===== src/rtl/pp_pkg.sv =====
package pp_pkg;
  typedef enum logic [1:0] {
    ST_IDLE = 2'd0,
    ST_LOAD = 2'd1,
    ST_SCAN = 2'd2,
    ST_WAIT = 2'd3
  } pp_state_t;
endpackage


===== src/rtl/pp_ce_sampler.sv =====
// Detects chip-enable edges, filters short low pulses, captures address/data.
module pp_ce_sampler #(
  parameter int ADDR_W     = 20,
  parameter int DATA_W     = 16,
  parameter int GLITCH_CYC = 2
) (
  input  logic              clk,
  input  logic              rst,
  input  logic              ce_n,
  input  logic [ADDR_W-1:0] addr_in,
  input  logic [DATA_W-1:0] data_in,
  output logic              commit,
  output logic [ADDR_W-1:0] addr_q,
  output logic [DATA_W-1:0] data_q
);
  localparam int LW_W = $clog2(GLITCH_CYC + 1) + 1;
  localparam logic [LW_W-1:0] LW_MAX = LW_W'(GLITCH_CYC);

  logic            ce_prev;
  logic [LW_W-1:0] low_cnt;
  logic            fall_now;
  logic            rise_now;

  assign fall_now = ce_prev & ~ce_n;
  assign rise_now = ~ce_prev & ce_n;

  always_ff @(posedge clk) begin
    if (rst) begin
      ce_prev <= 1'b1;
      low_cnt <= '0;
      commit  <= 1'b0;
      addr_q  <= '0;
      data_q  <= '0;
    end else begin
      ce_prev <= ce_n;
      commit  <= 1'b0;
      if (fall_now) begin
        addr_q  <= addr_in;
        low_cnt <= LW_W'(1);
      end else if (!ce_n && low_cnt < LW_MAX) begin
        low_cnt <= low_cnt + LW_W'(1);
      end
      if (rise_now) begin
        data_q <= data_in;
        commit <= (low_cnt >= LW_MAX);
      end
    end
  end
endmodule


===== src/rtl/pp_gap_timer.sv =====
// Counts consecutive idle (ce_n high) cycles during loading.
module pp_gap_timer #(
  parameter int GAP_CYC = 12500
) (
  input  logic clk,
  input  logic rst,
  input  logic run,
  output logic expire
);
  localparam int CW = $clog2(GAP_CYC + 1);
  localparam logic [CW-1:0] LAST = CW'(GAP_CYC - 1);

  logic [CW-1:0] cnt;

  assign expire = run && (cnt == LAST);

  always_ff @(posedge clk) begin
    if (rst || !run) cnt <= '0;
    else if (cnt != LAST) cnt <= cnt + CW'(1);
  end
endmodule


===== src/rtl/pp_word_buffer.sv =====
// Page word store (block-RAM style) plus per-word valid flags.
module pp_word_buffer #(
  parameter int DATA_W = 16,
  parameter int WORDS  = 64
) (
  input  logic                     clk,
  input  logic                     rst,
  input  logic                     flag_clear,
  input  logic                     we,
  input  logic [$clog2(WORDS)-1:0] waddr,
  input  logic [DATA_W-1:0]        wdata,
  input  logic [$clog2(WORDS)-1:0] raddr,
  output logic [DATA_W-1:0]        rdata,
  output logic [WORDS-1:0]         valid
);
  logic [DATA_W-1:0] mem [WORDS];

  always_ff @(posedge clk) begin
    if (we) mem[waddr] <= wdata;
    rdata <= mem[raddr];
  end

  always_ff @(posedge clk) begin
    if (rst || flag_clear) valid <= '0;
    else if (we) valid[waddr] <= 1'b1;
  end
endmodule


===== src/rtl/page_prog_ctrl.sv =====
module page_prog_ctrl #(
  parameter int ADDR_W     = 20,
  parameter int DATA_W     = 16,
  parameter int WORDS      = 64,
  parameter int GAP_CYC    = 12500,
  parameter int GLITCH_CYC = 2,
  parameter int PROG_CYC   = 112500
) (
  input  logic              clk,
  input  logic              rst,
  input  logic              start,
  input  logic              clear_fail,
  input  logic              ce_n,
  input  logic [ADDR_W-1:0] addr,
  input  logic [DATA_W-1:0] wdata,
  input  logic              fail_inject,
  output logic              busy,
  output logic              loading,
  output logic              done,
  output logic              fail,
  output logic              arr_we,
  output logic [ADDR_W-1:0] arr_addr,
  output logic [DATA_W-1:0] arr_data
);
  import pp_pkg::*;

  localparam int WORD_W = $clog2(WORDS);
  localparam int PAGE_W = ADDR_W - WORD_W;
  localparam int PC_W   = $clog2(PROG_CYC + 1);
  localparam logic [WORD_W-1:0] IDX_LAST = WORD_W'(WORDS - 1);
  localparam logic [PC_W-1:0]   PC_LAST  = PC_W'(PROG_CYC - 1);

  pp_state_t         state;
  logic [PAGE_W-1:0] page_q;
  logic              page_set;
  logic [WORD_W-1:0] idx;
  logic [PC_W-1:0]   pcnt;
  logic              fail_acc;

  logic              commit;
  logic [ADDR_W-1:0] cap_addr;
  logic [DATA_W-1:0] cap_data;
  logic              gap_expire;
  logic              start_ok;
  logic              buf_we;
  logic [WORDS-1:0]  valid;

  pp_ce_sampler #(.ADDR_W(ADDR_W), .DATA_W(DATA_W), .GLITCH_CYC(GLITCH_CYC)) u_ce (
    .clk(clk), .rst(rst), .ce_n(ce_n), .addr_in(addr), .data_in(wdata),
    .commit(commit), .addr_q(cap_addr), .data_q(cap_data)
  );

  pp_gap_timer #(.GAP_CYC(GAP_CYC)) u_gap (
    .clk(clk), .rst(rst), .run(loading & ce_n), .expire(gap_expire)
  );

  assign start_ok = start && (state == ST_IDLE) && !fail;
  assign buf_we   = (state == ST_LOAD) && commit &&
                    (!page_set || cap_addr[ADDR_W-1:WORD_W] == page_q);

  pp_word_buffer #(.DATA_W(DATA_W), .WORDS(WORDS)) u_buf (
    .clk(clk), .rst(rst), .flag_clear(start_ok),
    .we(buf_we), .waddr(cap_addr[WORD_W-1:0]), .wdata(cap_data),
    .raddr(idx), .rdata(arr_data), .valid(valid)
  );

  always_ff @(posedge clk) begin
    if (rst) begin
      state    <= ST_IDLE;
      page_q   <= '0;
      page_set <= 1'b0;
      idx      <= '0;
      pcnt     <= '0;
      fail_acc <= 1'b0;
      busy     <= 1'b0;
      loading  <= 1'b0;
      done     <= 1'b0;
      fail     <= 1'b0;
      arr_we   <= 1'b0;
      arr_addr <= '0;
    end else begin
      arr_we   <= (state == ST_SCAN) && valid[idx];
      arr_addr <= {page_q, idx};
      if (buf_we && !page_set) begin
        page_q   <= cap_addr[ADDR_W-1:WORD_W];
        page_set <= 1'b1;
      end
      if ((state == ST_SCAN || state == ST_WAIT) && fail_inject) fail_acc <= 1'b1;
      case (state)
        ST_IDLE: begin
          if (clear_fail) fail <= 1'b0;
          if (start_ok) begin
            state    <= ST_LOAD;
            busy     <= 1'b1;
            loading  <= 1'b1;
            done     <= 1'b0;
            page_set <= 1'b0;
            fail_acc <= 1'b0;
          end
        end
        ST_LOAD: begin
          if (gap_expire) begin
            state   <= ST_SCAN;
            loading <= 1'b0;
            idx     <= '0;
          end
        end
        ST_SCAN: begin
          if (idx == IDX_LAST) begin
            state <= ST_WAIT;
            pcnt  <= '0;
          end else begin
            idx <= idx + WORD_W'(1);
          end
        end
        ST_WAIT: begin
          if (pcnt == PC_LAST) begin
            state <= ST_IDLE;
            busy  <= 1'b0;
            done  <= 1'b1;
            fail  <= fail | fail_acc | fail_inject;
          end else begin
            pcnt <= pcnt + PC_W'(1);
          end
        end
        default: state <= ST_IDLE;
      endcase
    end
  end
endmodule


===== config.mk =====
export PLATFORM = sky130hd
export DESIGN_NAME = page_prog_ctrl
export DESIGN_NICKNAME = d
export VERILOG_FILES = /design/src/rtl/pp_pkg.sv /design/src/rtl/pp_ce_sampler.sv /design/src/rtl/pp_gap_timer.sv /design/src/rtl/pp_word_buffer.sv /design/src/rtl/page_prog_ctrl.sv
export SDC_FILE = /design/constraint.sdc
export NUM_CORES = 1
export LEC_CHECK = 0
export BUFFER_PORTS_ARGS = -buffer_cell sky130_fd_sc_hd__buf_2
export CORE_ASPECT_RATIO = 1.4
export CORE_MARGIN = 5
export CORE_UTILIZATION = 60
export CTS_CLUSTER_DIAMETER = 100
export CTS_CLUSTER_SIZE = 24
export DETAILED_ROUTE_END_ITERATION = 16
export PLACE_DENSITY = 0.82
export SYNTH_ARGS = -nofsm -noshare
export SYNTH_HDL_FRONTEND = slang
export SYNTH_SLANG_ARGS = --single-unit

===== constraint.sdc =====
create_clock -name clk -period 8.9 [get_ports clk]
set_clock_uncertainty 0.05 [all_clocks]
set_input_delay 1.335 -clock clk [delete_from_list [all_inputs] [get_ports clk]]
set_output_delay 1.335 -clock clk [all_outputs]
set_load 0.05 [all_outputs]

==> Word-level counts from Yosys, hierarchy flattened <==
Memories as Yosys holds them, arrays and structs flattened. A register that Yosys moved wholly into a read port is not among the register bits.
Cells that the tools add are included.
{ "word_totals": {"reg_bits": 185, "mem_bits_rw": 1024, "inputBits": 42, "output_inout_bits": 41, "wordCells": 122, "mem_count": 1} }
{ "memory_table": {"columns": ["memory", "depth", "word_bits", "rd", "rd_ports_with_merged_regs", "write_ports", "line", "text"], "rows": [
  ["u_buf.mem", 64, 16, 1, 1, 1, "pp_word_buffer.sv:16", "logic [DATA_W-1:0] mem [WORDS];"]
]} }
{ "classes": {"n_addsub": 4, "magnitude_cmp": 5, "n_eq_ne": 15, "n_mux": 36, "bitwise": 9, "reduce_logical": 32} }
{ "op_table": {"columns": ["cell", "count"], "rows": [
  ["$or 64x64->64", 1],
  ["$mux 17", 2],
  ["$pmux 17 s2", 1],
  ["$mux 1", 19],
  ["$add 17x1->17 const B", 1],
  ["$eq 17x17->1 const B", 1],
  ["$reduce_and 3->1", 5],
  ["$add 14x1->14 const B", 1],
  ["$eq 14x14->1", 1],
  ["$eq 14x14->1 const B", 1],
  ["$lt 6x7->1 const B", 2],
  ["$ne 14x14->1 const B", 1],
  ["$mux 6", 2],
  ["$pmux 6 s2", 1],
  ["$logic_and 1x1->1", 10],
  ["$reduce_bool 2->1", 5],
  ["$mux 2", 4],
  ["$ne 2x2->1 const B", 4],
  ["$pmux 1 s2", 4],
  ["$pmux 2 s4", 1],
  ["$add 6x1->6 const B", 1],
  ["$bmux 1 s6", 1],
  ["$demux 1 s6", 1],
  ["$eq 6x6->1 const B", 1],
  ["other kinds (15)", 30]
]} }

==> Logic depth before layout (Yosys ltp) <==
Gate-level depths: netlist of the first run.
{ "depth": {"ltp_word": 7, "depth_mapped": 9, "ltp_nobuf": 7} }

==> By module <==
From an unflattened synthesis of the first run, not the netlist that was laid out.
{ "hier_totals": {"hier_cells": 2508, "hier_area_um2": 47341.7} }
{ "by_module_without_submodules": {"columns": ["module", "instances", "cells_each", "area_per_inst_um2", "seq_area_each_um2"], "rows": [
  ["pp_word_buffer", 1, 1880, 41707.5, 32351.0],
  ["page_prog_ctrl", 1, 363, 3384.5, 1321.3],
  ["pp_ce_sampler", 1, 184, 1539.0, 820.8],
  ["pp_gap_timer", 1, 81, 710.7, 280.3]
]} }

==> Worst setup path after synthesis of the first run <==
No wires, ideal clock.
{ "synth_path": {"path_type": "register -> register", "from": "register state[1]", "to": "memory u_buf.mem[33][0] (enable)", "setup_ps": 409, "arrival_ps": 2867, "t_required_ps": 8441, "setup_slack_ps": 5574, "path_stages_with_launch": 10, "path_buffers": 2, "period_less_slack_ps": 3326, "cell_sequence": "dfxtp_1 inv_1 ha_1 nand2_1 nor4_1 nand4_1 and2_1 clkbuf_1 clkbuf_1 nor3_1"} }
{ "synth_via": {"elab_chain_len": 5} }
{ "synth_rtl": {"columns": ["element", "line", "text"], "rows": [
  ["start, declared", "page_prog_ctrl.sv:33", "pp_state_t state;"],
  ["start signal, assigned", "page_prog_ctrl.sv:69", "state <= ST_IDLE;"],
  ["start signal, assigned", "page_prog_ctrl.sv:93", "state <= ST_LOAD;"],
  ["start signal, assigned", "page_prog_ctrl.sv:103", "state <= ST_SCAN;"],
  ["$eq 2x1->1", "page_prog_ctrl.sv:58", "assign buf_we = (state == ST_LOAD) && commit &&"],
  ["$logic_and 1x1->1 (2 in a row)", "page_prog_ctrl.sv:58", null],
  ["$mux 1", "pp_word_buffer.sv:19", "if (we) mem[waddr] <= wdata;"],
  ["$mux 1 (implied by the code)", "pp_word_buffer.sv:19", null],
  ["end, declared", "pp_word_buffer.sv:16", null]
]} }
Every way passes these cells.

==> results of run 1 <==
[flip-flops by register name (all words and copies together), names as in the netlist, 2 cells and up]
| signal | count |
|---|---|
| u_buf.mem | 1024 |
| u_buf.valid | 64 |
| arr_addr | 20 |
| u_ce.addr_q | 20 |
| pcnt | 17 |
| u_buf.rdata | 16 |
| u_ce.data_q | 16 |
| page_q | 14 |
| u_gap.cnt | 14 |
| idx | 6 |
| u_ce.low_cnt | 3 |
| state | 2 |
[kinds of logic (layout without fill, tap and decap cells)]
kind of cell	Yosys count	in the layout	synth area share (%)
AOI/OAI and AO/OA	395	395	6.070
muxes	364	364	13.31
adders and majority gates	8	8	0.2110
xor gates and xnor gates	26	26	0.4799
and+or+nand+nor	432	432	4.554
DFF	1225	1225	73.28
other	0	2	0
buffers and inverters	193	296	2.094
[tightest hold or removal path: stages, from the launching register on]
cell and delay (ns):
sky130_fd_sc_hd__dfxtp_1 0.34, sky130_fd_sc_hd__nand2_1 0.06, sky130_fd_sc_hd__a21oi_1 0.05
[report_power, final]
part	switching, mW	total, mW	internal [mW]	leakage (nW)
combinational	0.345	0.552	0.206	3.90
clock	1.67	2.90	1.23	0.774
sequential	0.0398	6.23	6.19	10.6
total	2.06	9.68	7.62	15.2
[layout by cell type (no fill, tap or decap), types with 22 or more instances in the layout]
| cell | netlist | final |
|---|---|---|
| sky130_fd_sc_hd__o221ai_1 | 22 | 22 |
| sky130_fd_sc_hd__mux2i_1 | 151 | 151 |
| sky130_fd_sc_hd__nor2b_1 | 27 | 25 |
| sky130_fd_sc_hd__a22oi_1 | 30 | 30 |
| sky130_fd_sc_hd__nor3_1 | 103 | 39 |
| sky130_fd_sc_hd__dfxtp_1 | 201 | 181 |
| sky130_fd_sc_hd__a21oi_1 | 97 | 96 |
| sky130_fd_sc_hd__xor2_1 | 23 | 23 |
| sky130_fd_sc_hd__nand3_1 | 23 | 23 |
| sky130_fd_sc_hd__a211oi_1 | 24 | 24 |
| sky130_fd_sc_hd__edfxtp_1 | 1024 | 1024 |
| sky130_fd_sc_hd__buf_2 | 36 | 82 |
| sky130_fd_sc_hd__a32o_1 | 33 | 33 |
| sky130_fd_sc_hd__buf_4 | 7 | 100 |
| sky130_fd_sc_hd__mux4_2 | 211 | 211 |
| sky130_fd_sc_hd__nand2_1 | 139 | 139 |
| sky130_fd_sc_hd__nor3_2 | 0 | 55 |
| sky130_fd_sc_hd__a22o_1 | 63 | 63 |
| sky130_fd_sc_hd__o22ai_1 | 39 | 39 |
| sky130_fd_sc_hd__o21ai_0 | 26 | 26 |
| sky130_fd_sc_hd__clkbuf_16 | 0 | 58 |
| sky130_fd_sc_hd__clkbuf_1 | 93 | 35 |
| sky130_fd_sc_hd__nor2_1 | 45 | 43 |
[stage by stage]
step                power (mW)  hold slack [ns]
floorplan                6.769           0.3866
global placement         6.877           0.3939
detailed placement       6.900           0.4011
CTS                      9.702           0.4233
global route             9.987           0.4427
finish                   9.682           0.4280
[how the worst max path moves through the flow]
stage                  start          endpoint  slack (ns)  cells past startpoint
CTS                   idx[1]   u_buf.rdata[10]        4.51                      7
global route          idx[0]   u_buf.rdata[12]        4.43                      7
floorplan           state[1]  u_buf.mem[33][0]        5.57                      9
global placement      idx[0]    u_buf.rdata[0]        4.45                      6
finish                idx[0]    u_buf.rdata[0]        4.63                      6
detailed placement    idx[1]   u_buf.rdata[10]        4.49                      7
[cell type report]
| class | instances | area share, % |
|---|---|---|
| flip-flops and latches | 1225 | 68.04 |
| multi-input cells | 1225 | 23.65 |
| clock buffers | 93 | 3.094 |
| well taps | 1054 | 2.578 |
| repair buffers | 186 | 2.426 |
| inverters | 15 | 0.1101 |
| clock inverters | 2 | 0.09050 |
| diodes | 2 | 0.009784 |
[layer usage]
| metal | vias to the layer above | track usage (%) | wire length (um) |
|---|---|---|---|
| li1 | 10780 | - | - |
| met1 | 13240 | 35.18 | 39500 |
| met2 | 1718 | 43.40 | 56090 |
| met3 | 265 | 3.896 | 10940 |
| met4 | 2 | 11.42 | 5828 |
| met5 | - | 0 | 13 |
==> results.md, run 1 <==
- The flow ran to the end, and the final reports show no timing, DRC or antenna violations.
- Row generation in the floorplan step produced 122 rows.
- The smallest clock period supported by the final layout is computed as between 4 and 5 ns.
- Setup repair after global routing left no endpoint under its margin.
- The post-CTS setup buffer count is 0.
- Before CTS, the worst setup slack after placement is 4.491 ns.
- The minimum setup slack in the final design is 4.629 ns.
- The static power due to leakage is 15.23 nW.
- Pin placement for this block handled 83 I/O pins.
- The fraction of final layout cells with drive strength greater than 1 is 20.58%.
- The cell count after placement is roughly 3700.
- After clock tree synthesis, the clock-pin slew on the worst setup and hold paths is approximately 0.1 ns.
- The layout filler cell count is 5033.
- Dividing the detail-routed wire length by the instance count gives 29.56 um.
- STA classifies the critical path endpoint as a flip-flop.
- The number of clock sinks is 1225.
- Max-cap violations in this run came to 0.
- The most area-hungry cell type in the Yosys netlist is sky130_fd_sc_hd__edfxtp_1.
- IR analysis of the VDD net gives a maximum drop of 0.1536 mV.
- The critical path required time is between 9 and 10 ns.
- The placed wire-length estimate is 66780 um.
- The total congestion overflow is 0.
- At the pin with the least slew margin, the transition time is 1.279 ns.
- The summed negative setup slack over all endpoints is 0 ns.
- The number of flops mapped to enable cells by yosys is 1024.
- The first routing iteration left 3481 violations.
- In the post-synthesis netlist, the biggest area contributors are sky130_fd_sc_hd__edfxtp_1 (65%), sky130_fd_sc_hd__mux4_2 (10%), sky130_fd_sc_hd__dfxtp_1 (8.5%).
- For hold timing, the worst endpoint is page_q[6].
- The final design instance area without fill is 51150 um^2.
- Synthesis produced a netlist with a net count of 2693.
- The starting density of the core is between 60% and 70%.
- The dominant cell by count in the synthesized netlist is sky130_fd_sc_hd__edfxtp_1.
- The die width is 247.7 um.
- The number of global-route vias before repair is roughly 26000.
- The critical path's slowest cell is sky130_fd_sc_hd__a2111oi_0.
- The number of gates resized after CTS is 0.
- The final net count is 2760.
- The first global-routing pass estimated 165700 um of wire.
- The maximum fanout along the worst path is 96.
- Measured in cells, the most critical reg-to-reg path has a length of 6.
- The register area is 34810 um^2.
- By count the netlist is led by sky130_fd_sc_hd__edfxtp_1 (1024), sky130_fd_sc_hd__mux4_2 (211), sky130_fd_sc_hd__dfxtp_1 (201).
- The total global-route track usage is 26.20%.
- The path type of the worst setup path is flip-flop to flip-flop.
- Walking the worst path, the cells encountered are buf_12 -> mux4_2 -> a22o_1 -> a2111oi_0 -> o21ai_0 -> and3_1.
- The tightest min-delay check is of the flip-flop to flip-flop type.
- The number of hold-repair buffers added at the cts stage is 0.
- The later-pin clock latency in the skew report is 0.67 ns.
- The hold violation total from the final report is 0.
- Cells fill between 60 and 70% of the core in the end.
- The deepest level of the CTS H-tree is 2.
- The number of detailed-route iterations in the first pass is 5.
- The worst register-to-register path begins at idx[0].
- Synthesis produced around 2600 cells.
- The count of endpoints failing setup in the final report is 0.
- The arrival time reported for the critical path endpoint is ~4.8 ns.
- The area of combinational cells with multiple inputs is 12100 um^2.
- For this run, design rule violations remaining after detail routing come to 0.
- Compared with the post-synthesis result, the final layout area differs by 7.800%.
- The post-detailed-route count of antenna-violating nets is 0.
- The final route contains 26000 vias.
- The main flop type after synthesis is sky130_fd_sc_hd__edfxtp_1.
- The number of buffers added by the clock tree synthesis step is 57.
- The share of Yosys cell area claimed by the top area cell type is 64.80%.
- The height of the chip is 342.7 um.
- Derived from the worst setup path, the maximum achievable clock frequency is 0.2341 GHz.
- For this run, asynchronously set or reset flops after synthesis account for 0%.
- The endpoint identified for the worst register-to-register timing path is u_buf.rdata[0].
- The max-slew violation count is 0.
- The number of antenna violations at the first check in global routing is 1.
- The critical path launch point type is a flip-flop.
- TritonCTS built the clock tree.
- The mean area per synthesized cell is 17.95 um^2.
- The clock passes through at most 3 buffers.
- The worst hold path startpoint is u_ce.addr_q[12].
- The global placement routability congestion is 0.8288.
- The share of the Yosys chip area taken by registers is 73.28%.
- The pin count of the biggest net entering global routing is ~130.
- The cell family contributing the most delay on the critical path is compound AO/OA/AOI/OAI gates.
- The quantity of I/O buffers inserted on ports is 82.
- After detailed routing, the number of vias per cell comes to 6.840.
- The worst pin sits at a relative slew slack of 14.76%.
- In this run, synthesis produced a sequential element count of roughly 1200.
- The reg2reg setup slack is 4.63 ns.
- The number of buffer and inverter stages on the critical path is 1.
- The die outline area is 84890 um^2.
- The largest single stage delay on the critical path is around 0.8 ns.
- The routed design has 112400 um of wire.
- The clock tree root driver cell is sky130_fd_sc_hd__clkbuf_16.
- The number of cells in the finished layout apart from fillers is 3802.
- The total of warnings raised by yosys is 0.
- Summing all placed instances gives a cell area of 49500 um^2.
- The placeable core region is 78770 um^2.
- Power spread over the standard cell area amounts to 189.3 nW/um^2.
- The share of the cycle needed by the critical path after routing is 47.99%.
- The instance count along the most critical hold path is 2.
- The number of different library cells used by synthesis comes to 69.
- The synthesized netlist occupies a cell area of roughly 47000 um^2.
Note: power is estimated with default switching activity, not from simulation.
==> run 2: changes to the inputs <==
--- a/config.mk
+++ b/config.mk
@@ -8,11 +8,11 @@
 export BUFFER_PORTS_ARGS = -buffer_cell sky130_fd_sc_hd__buf_2
 export CORE_ASPECT_RATIO = 1.4
 export CORE_MARGIN = 5
-export CORE_UTILIZATION = 60
+export CORE_UTILIZATION = 56
 export CTS_CLUSTER_DIAMETER = 100
 export CTS_CLUSTER_SIZE = 24
 export DETAILED_ROUTE_END_ITERATION = 16
-export PLACE_DENSITY = 0.82
+export PLACE_DENSITY = 0.8
 export SYNTH_ARGS = -nofsm -noshare
 export SYNTH_HDL_FRONTEND = slang
 export SYNTH_SLANG_ARGS = --single-unit
==> constraint.sdc (replaced) <==
create_clock -name clk -period 3.7 [get_ports clk]
set_clock_uncertainty 0.05 [all_clocks]
set_input_delay 0.555 -clock clk [delete_from_list [all_inputs] [get_ports clk]]
set_output_delay 0.555 -clock clk [all_outputs]
set_load 0.05 [all_outputs]
==> run 2 against run 1 <==
Effect of this change: clock-buffer cell count rose by 10; critical path depth did not move; final cell count rose by 3.1%; first-iteration DRC count rose by 11%; core utilization fell by 3.4 points; design area rose by 1.2%; sequential power rose by 140%; critical endpoint is now u_buf.rdata[7]; worst setup slack got worse by 4.4 ns; die area rose by 6.9%; hold slack got worse by 0.38 ns; clock power rose by 150%; register-to-register slack got worse by 4.4 ns.
==> results.md, run 2 (synthesis results as in run 1) <==
- The longest clock path from root to sink contains 3 buffers.
- The worst hold path startpoint is wdata[8].
- The path type of the worst setup path is flip-flop to flip-flop.
- Based on the critical path, the design can be clocked at up to 0.2896 GHz.
- The maximum fanout along the worst path is 21.
- The count of pins on the block boundary is a little over 80.
- Detailed routing placed a total of 59560 um of wire on met2.
- The number of hold-repair buffers added at the cts stage is 0.
- Setup violations remaining at the end of the flow were counted as 0.
- The repair_antennas step left the layout with diodes totalling 0.
- The largest registers in the layout are u_buf.mem (1024), u_buf.valid (64).
- The later-pin clock latency in the skew report is 0.69 ns.
- Dividing the final minimum period by the clock period gives between 90% and 100%.
- The fraction of final layout cells with drive strength greater than 1 is 22.51%.
- The total global-route track usage is between 20% and 30%.
- The number of DRC markers after the initial detailed-route iteration is roughly 3900.
- The worst path in the final design needs a cycle of 3.453 ns, including I/O delays and setup.
- The clock tree root driver cell is sky130_fd_sc_hd__clkbuf_16.
- The first global-routing pass estimated 177100 um of wire.
- For this configuration, the core starts out at a cell density of between 50 and 60%.
- TritonCTS built the clock tree.
- The total power density per cell area is 454.6 nW/um^2.
- The core region is 84190 um^2.
- The area growth from synthesis to layout is 9.142%.
- Summing all flip-flop and latch instances after layout gives 34810 um^2.
- At the worst endpoint, the required time is 4.26 ns.
- The wire length on met1 is 41460 um.
- The die is roughly 260 um wide.
- STA classifies the critical path endpoint as a flip-flop.
- The summed negative setup slack over all endpoints is 0 ns.
- The detailed router used layers up to and including met5.
- Headroom to the max-slew limit came out at 17.57%.
- The layout filler cell count is 5701.
- More flip-flops sit in one register than any other, and that register is u_buf.mem.
- Wire segments on met3 add up to 12040 um in the final route.
- The total congestion overflow is 0.
- The number of global-route vias before repair is roughly 27000.
- Dividing the detail-routed wire length by the instance count gives 30.91 um.
- The path category of the worst min-delay check is input port to flip-flop.
- Summing over every cut layer, the via total after detailed routing is 26700.
- Before antenna repair, the detailed router went through 6 iterations.
- After clock tree synthesis, the clock-pin slew on the worst setup and hold paths is around 0.1 ns.
- The final net count is 2832.
- During placement, the flow inserted port buffers numbering 82.
- The number of antenna violations at the first check in global routing is 6.
- The hold violation total from the final report is 0.
- The pin count of the biggest net entering global routing is 84.
- In this run the worst setup path begins at idx[1].
- The tree built by TritonCTS fans out to 1225 sinks.
- STA classifies the critical path startpoint as a flip-flop.
- The register with the most flip-flops in the layout has between 1000 and 1500 of them.
- The flow ran to the end, and the final reports show no timing, DRC or antenna violations.
- The floorplan has 126 rows.
- For the pin with the worst max-slew slack, the measured transition is between 1 and 1.5 ns.
- The source of the worst register-to-register timing path is idx[1].
- The max-slew violation count is 0.
- At the end of routability-driven placement, the weighted congestion stood at about 0.92.
- The post-detailed-route count of antenna-violating nets is 0.
- In this run the static leakage power is roughly 15 nW.
- The height of the chip is 354.4 um.
- The peak supply drop is 0.3477 mV.
- The clock tree synthesis step divided the H-tree into 2 levels.
- The library cells used most frequently in the layout, excluding fill and tap cells, are sky130_fd_sc_hd__edfxtp_1 (1024), sky130_fd_sc_hd__mux4_2 (211), sky130_fd_sc_hd__dfxtp_1 (181), sky130_fd_sc_hd__buf_4 (166), sky130_fd_sc_hd__mux2i_1 (151).
- The library cell used most frequently in the layout, excluding fill and tap cells, is sky130_fd_sc_hd__edfxtp_1.
- After legalization and detailed placement, the total HPWL measured about 76000 um.
- After detailed routing, the number of remaining DRC violations is 0.
- The number of buffers added by the clock tree synthesis step is between 50 and 60.
- The die outline area is roughly 91000 um^2.
- The detail-routed via count per cell is 6.814.
- The routed design has 121100 um of wire.
- Setup repair after global routing left no endpoint under its margin.
- The area of combinational cells with multiple inputs is roughly 12000 um^2.
- Data arrives at the worst endpoint at 4.02 ns.
- The max-cap violation count is 0.
- The worst hold slack is roughly 0.05 ns.
[run 2: metal layers]
layer / vias up / GRT usage (%)
met4: 4 / 13.44
met1: 13580 / 33.22
met3: 359 / 4.717
met5: - / 0
met2: 1824 / 43.45
li1: 10940 / -
[run 2: worst max-delay path: stages, from the launching register on]
cell and delay [ns]:
sky130_fd_sc_hd__dfxtp_4 0.64, sky130_fd_sc_hd__nor2b_2 0.78, sky130_fd_sc_hd__buf_4 0.37, sky130_fd_sc_hd__a22o_1 0.25, sky130_fd_sc_hd__a2111oi_0 0.10, sky130_fd_sc_hd__o21ai_0 0.88, sky130_fd_sc_hd__and3_1 0.29
[run 2: worst paths after layout]
path,endpoint,slack [ns],cells past startpoint
max,u_buf.rdata[7],0.25,6
min,u_ce.data_q[8],0.05,3
min reg2reg,u_buf.valid[30],0.42,1
max reg2reg,u_buf.rdata[7],0.25,6
[run 2: layout make-up]
class / instances / share of cell area [%]
Clock buffer: 103 / 3.088
Clock inverter: 4 / 0.1377
Inverter: 15 / 0.1087
Multi-Input combinational cell: 1225 / 23.25
Sequential cell: 1225 / 67.21
Tap cell: 1088 / 2.629
Timing Repair Buffer: 258 / 3.585
[run 2: repair_timing]
item	CTS	global route
resized for setup	0	0
setup endpoints to repair	0	1
buffers inserted	0	1
[run 2: metrics by stage]
stage	cell area (um^2)	util, %	setup WS [ns]	total power, mW	instances
floorplan	47450	-	0.3737	16.28	2643
global placement	50100	59.51	0.1137	16.65	3810
detailed placement	50100	59.51	0.1130	16.70	3810
CTS	51770	61.49	0.07971	23.55	3917
global route	51790	61.52	0.2394	24.25	3918
finish	51790	61.52	0.2467	23.54	3918
[run 2: where the power goes]
group	internal, mW	total [mW]	leakage [nW]	switching (mW)
clock network	2.97	7.13	0.786	4.16
registers	14.9	15.0	10.6	0.166
logic	0.532	1.36	4.15	0.831
total	18.4	23.5	15.5	5.16
